<file path="src/rtl/bo_pkg.sv">
package bo_pkg;
    typedef enum logic [1:0] {
        ST_IDLE  = 2'd0,
        ST_ARMED = 2'd1,
        ST_REQ   = 2'd2
    } bo_state_e;
endpackage

</file>
<file path="src/rtl/bo_fsm.sv">
module bo_fsm
    import bo_pkg::*;
(
    input  logic clk,
    input  logic rst,
    input  logic fail,
    input  logic success,
    input  logic ready,
    output logic req,
    output logic load_one,
    output logic grow
);
    bo_state_e state, nxt;

    // state register
    always_ff @(posedge clk) begin
        if (rst) state <= ST_IDLE;
        else     state <= nxt;
    end

    // transitions: start, retry, accept, clear
    always_comb begin
        nxt = state;
        if (success) begin
            nxt = ST_IDLE;
        end else begin
            unique case (state)
                ST_IDLE:  if (fail)  nxt = ST_REQ;
                ST_ARMED: if (fail)  nxt = ST_REQ;
                ST_REQ:   if (ready) nxt = ST_ARMED;
                default:             nxt = ST_IDLE;
            endcase
        end
    end

    // outputs
    always_comb begin
        req      = 1'b0;
        load_one = success;
        grow     = 1'b0;
        unique case (state)
            ST_IDLE:  load_one = success | fail;
            ST_ARMED: ;
            ST_REQ: begin
                req  = 1'b1;
                grow = ready & ~success;
            end
            default:  load_one = 1'b1;
        endcase
    end
endmodule

</file>
<file path="src/rtl/bo_level.sv">
module bo_level #(
    parameter int VAL_W = 14,
    parameter int LIMIT = 4096
) (
    input  logic             clk,
    input  logic             rst,
    input  logic             load_one,
    input  logic             grow,
    output logic [VAL_W-1:0] level_o
);
    localparam logic [VAL_W-1:0] CEIL = VAL_W'(LIMIT);
    localparam logic [VAL_W-1:0] ONE  = VAL_W'(1);

    logic above;
    assign above = (level_o > CEIL);

    always_ff @(posedge clk) begin
        if (rst || load_one)
            level_o <= ONE;
        else if (grow && !above)
            level_o <= level_o << 1;
    end
endmodule

</file>
<file path="src/rtl/bo_scale.sv">
module bo_scale #(
    parameter int VAL_W = 14,
    parameter int SHIFT = 7,
    localparam int CYC_W = VAL_W + SHIFT
) (
    input  logic [VAL_W-1:0] level,
    input  logic             en,
    output logic [CYC_W-1:0] cycles_o
);
    generate
        if (SHIFT > 0) begin : g_shift
            assign cycles_o = en ? {level, {SHIFT{1'b0}}} : '0;
        end else begin : g_plain
            assign cycles_o = en ? level : '0;
        end
    endgenerate
endmodule

</file>
<file path="src/rtl/backoff_ctrl.sv">
module backoff_ctrl #(
    parameter int VAL_W = 14,
    parameter int SHIFT = 7,
    parameter int LIMIT = 4096,
    localparam int CYC_W = VAL_W + SHIFT
) (
    input  logic             clk,
    input  logic             rst,
    input  logic             fail_i,
    input  logic             success_i,
    input  logic             pause_ready_i,
    output logic             pause_valid_o,
    output logic [CYC_W-1:0] pause_cycles_o
);
    logic             load_one;
    logic             grow;
    logic [VAL_W-1:0] level;

    bo_fsm u_fsm (
        .clk      (clk),
        .rst      (rst),
        .fail     (fail_i),
        .success  (success_i),
        .ready    (pause_ready_i),
        .req      (pause_valid_o),
        .load_one (load_one),
        .grow     (grow)
    );

    bo_level #(.VAL_W(VAL_W), .LIMIT(LIMIT)) u_level (
        .clk      (clk),
        .rst      (rst),
        .load_one (load_one),
        .grow     (grow),
        .level_o  (level)
    );

    bo_scale #(.VAL_W(VAL_W), .SHIFT(SHIFT)) u_scale (
        .level    (level),
        .en       (pause_valid_o),
        .cycles_o (pause_cycles_o)
    );
endmodule

</file>
<file path="config.mk">
export PLATFORM = sky130hd
export DESIGN_NAME = backoff_ctrl
export DESIGN_NICKNAME = d
export VERILOG_FILES = /design/src/rtl/bo_pkg.sv /design/src/rtl/bo_fsm.sv /design/src/rtl/bo_level.sv /design/src/rtl/bo_scale.sv /design/src/rtl/backoff_ctrl.sv
export SDC_FILE = /design/constraint.sdc
export NUM_CORES = 1
export LEC_CHECK = 0
export BUFFER_PORTS_ARGS = -buffer_cell sky130_fd_sc_hd__buf_2
export CORE_UTILIZATION = 30
export CTS_BUF_LIST = sky130_fd_sc_hd__clkbuf_4
export CTS_CLUSTER_SIZE = 16
export DETAILED_ROUTE_END_ITERATION = 16
export GPL_TIMING_DRIVEN = 1
export PLACE_DENSITY = 0.61
export RECOVER_POWER = 25
export SKIP_CTS_REPAIR_TIMING = 1
export SYNTH_ARGS = -nofsm -noshare
export SYNTH_HDL_FRONTEND = slang
export SYNTH_HIERARCHICAL = 1
export SYNTH_SLANG_ARGS = --single-unit
</file>
<file path="constraint.sdc">
create_clock -name clk -period 1.69 [get_ports clk]
set_input_delay 0.0845 -clock clk [delete_from_list [all_inputs] [get_ports clk]]
set_output_delay 0.0845 -clock clk [all_outputs]
set_load 0.01 [all_outputs]
</file>
==> PnR_summary.wiki <==
{| class="wikitable"
! Metric !! Value
|-
| R2r startpoint || u_fsm/state[1]
|-
| Data required time at the worst endpoint || 1.89 ns
|-
| Max Clk Rate || roughly 630 MHz
|-
| Wire per inst || 12.4 um
|-
| Avg Vias per Cell || about 4.8
|-
| Number of standard cells after synthesis || roughly 100
|-
| Post-route DRC violation count || 0
|-
| Number of routed nets with antenna violations || 0
|-
| Effective utilization at floorplan || between 30% and 40%
|-
| Post-layout worst setup margin || about 0.11 ns
|-
| Synthesis-to-layout area growth || 17.4%
|-
| Largest net degree at the start of global routing || 18
|-
| Data arrival time of the worst path || ~1.8 ns
|-
| Total leakage power || about 0.48 nW
|-
| Number of antenna violations at the first check in global routing || 0
|-
| Share of layout cells above drive strength 1 || around 34%
|-
| Max-cap viol count || 0
|-
| Cell Area, Synth || slightly above 900 um^2
|-
| Flops & latches, synth || 16
|-
| Detailed Route WL || 1.90 mm
|-
| Fraction of power consumed by the clock network || between 30% and 40%
|-
| Die extent in x || between 50 and 60 um
|-
| Power per cell area || about 590 nW/um^2
|-
| Worst voltage drop across the vdd grid || approximately 250 uV
|-
| Count of distinct cell types in the synthesized netlist || 26
|-
| Area enclosed by the die boundary || around 3300 um^2
|-
| Number of cells on the worst hold path || 2
|-
| CTS tree || done
|-
| Total clock sinks || 16
|-
| Root Buffer || clkbuf_4
|-
| Design internal power || around 0.5 mW
|-
| Yosys warns || 6
|-
| Number of top-level design ports || 27
|-
| Post-synthesis average cell area || around 9.4 um^2
|-
| Post-route clock period utilization || between 90% and 100%
|-
| Fraction of the yosys area taken by sequential cells || about a third
|-
| Clock tree skew after final layout || just under 0.01 ns
|-
| Outcome || complete, no violations
|-
| Congestion Overflow GR || 0
|-
| Worst setup SP type || flop
|-
| H-tree level count || 1
|-
| Antenna Diode Count || 0
|-
| Slack of the worst reg-to-reg path || between 0.1 and 0.15 ns
|-
| Iter 0 DRT Violations || 21
|-
| TritonCTS buffer count || 3
|-
| Switching power summed over all nets || 0.157 mW
|-
| Worst Hold Path EP || u_level/level_o[1]
|-
| Detailed placer's ending HPWL || ~1.4 mm
|-
| Endpoint of the worst register-to-register path || u_level/level_o[3]
|-
| Final-stage net count || between 100 and 150
|-
| Area of the placeable core || about 2900 um^2
|-
| Final weighted congestion in routability-driven placement || about 0.89
|-
| Comb power frac || between 10% and 20%
|-
| Period minus WS final || ~1.6 ns
|-
| Switching portion of total power || approximately a quarter
|-
| Depth of the worst register-to-register path || 8
|-
| First-pass GRT wire length || roughly 3.0 mm
|-
| Number of hold-slack violations in the final timing report || 0
|-
| Number of buffers on the longest clock path || 2
|-
| Clk Latency, worst-skew pair || roughly 0.28 ns
|-
| Die height || approximately 58 um
|-
| Number of cell rows || 19
|-
| Final number of max-transition violations || 0
|-
| Crit-path max FO || 13
|-
| Setup slack at placement || ~0.070 ns
|-
| Global-route usage over all layers || 11.5%
|-
| Sum of negative setup slack || 0 ns
|-
| Startpoint of the most critical hold path || rst
|-
| Setup CP Type || flop to flop
|-
| Final setup violation count || 0
|-
| Total vias in the final route || approximately 730
|-
| Reg power frac || between 50% and 60%
|-
| Vias in the first global route || just over 700
|-
| Clock-pin slew on the worst setup and hold paths || ~0.080 ns
|-
| Worst hold path class || input pin to flop
|-
| Port Buffers || 19
|-
| Crit path capture type || flop
|-
| Setup repair after global routing missed its margin || false
|-
| Pre-antenna DRT Iters || 4
|}
[area by class of cell]
cell class / count / area [um^2]
Multi-Input combinational cell: 77 / 576
Timing Repair Buffer: 23 / 128
Clock buffer: 3 / 22.5
Inverter: 3 / 11.3
Tap cell: 31 / 38.8
Sequential cell: 16 / 322
Fill cell: 318 / 1760
[layer usage]
layer / vias to the layer above / wire length (um) / global-route usage, %
li1: 373 / - / -
met1: 342 / 889 / 14.2
met2: 12 / 947 / 19.5
met3: 2 / 46 / 1.34
met4: 0 / 19 / 6.12
met5: - / 0 / 0
[worst max-delay path by stage]
stage | end | start | slack (ns)
final | u_level/level_o[3] | u_fsm/state[1] | 0.11
after global routing | u_level/level_o[4] | u_fsm/state[0] | 0.003
after CTS | u_level/level_o[12] | u_fsm/state[1] | 0.04
after detailed placement | u_level/level_o[12] | u_fsm/state[1] | 0.07
after global placement | u_level/level_o[8] | u_fsm/state[0] | 0.10
after floorplan | u_level/level_o[3] | u_fsm/state[0] | 0.03
[state kept, by name, summed over array words and instances, names as in the netlist]
name / count
u_fsm/state: 2
u_level/level_o: 14
[power groups by stage]
| stage | Clock [mW] | Sequential (mW) | Combinational [mW] |
|---|---|---|---|
| floorplan | 0 | 0.390 | 0.0592 |
| global placement | 0 | 0.390 | 0.0648 |
| detailed placement | 0 | 0.390 | 0.0650 |
| CTS | 0.201 | 0.381 | 0.0658 |
| global route | 0.210 | 0.382 | 0.0795 |
| finish | 0.195 | 0.381 | 0.0704 |
[cell families (layout without fill, tap and decap cells)]
family / after synthesis / after routing / share of synthesized area [%]
AO/OA/AOI/OAI: 11 / 12 / 8.03
multiplexers: 12 / 12 / 12.9
other: 1 / 7 / 0.401
flip-flops: 16 / 16 / 34.3
AND/OR/NAND/NOR: 41 / 41 / 27.0
adder cells (fa/ha/maj): 5 / 5 / 6.69
buffers and inverters: 13 / 29 / 10.7
[worst max-delay path, cell delays in order (launching register included)]
cell	delay (ns)
dfxtp_2	0.37
inv_1	0.07
ha_1	0.27
nor2_1	0.11
o21bai_1	0.12
nor2_1	0.16
buf_6	0.17
nand2_1	0.09
mux2i_1	0.15
[metrics by stage]
| stage | area, um^2 | utilization (%) | instances | hold slack (ns) | power, mW |
|---|---|---|---|---|---|
| after detailed placement | 1040 | 36.4 | 149 | 0.317 | 0.455 |
| after floorplan | 965 | - | 105 | 0.161 | 0.449 |
| after global routing | 1100 | 38.5 | 153 | 0.0294 | 0.671 |
| after CTS | 1060 | 37.2 | 152 | 0.0213 | 0.648 |
| final | 1100 | 38.5 | 153 | 0.0285 | 0.647 |
| after global placement | 1040 | 36.4 | 149 | 0.326 | 0.454 |
[cells in the final DEF, fill, tap and decap left out, types with 2 or more instances in the layout]
cell type,synthesis,routed
a21oi_1,2,2
clkbuf_1,0,4
nor3_1,2,2
o21ai_0,4,4
buf_4,7,2
clkbuf_4,0,3
mux2i_1,12,12
nor2_1,4,4
buf_6,1,2
conb_1,1,7
and2_1,5,5
dfxtp_1,16,15
ha_1,5,4
and2_2,10,10
buf_2,1,15
nor4_2,3,3
nand2_1,12,12
inv_1,3,3
[cells in the mapped netlist (all sizes together)]
library cell,number,area [um^2]
a41oi,1,8.76
a41o,1,11.3
nor3b,1,7.51
or4b,1,10.0
and2,15,106
o21ba,1,10.0
ha,5,62.6
nor3,2,10.0
nor2b,2,12.5
nor4,3,37.5
o21bai,1,7.51
a21boi,1,7.51
buf,10,88.8
dfxtp,16,320
inv,3,11.3
and3b,1,8.76
a21oi,2,10.0
mux2i,12,120
conb,1,3.75
nor2,4,15.0
nand2,12,45.0
o21ai,4,20.0
(Power assumes the default switching activity.)
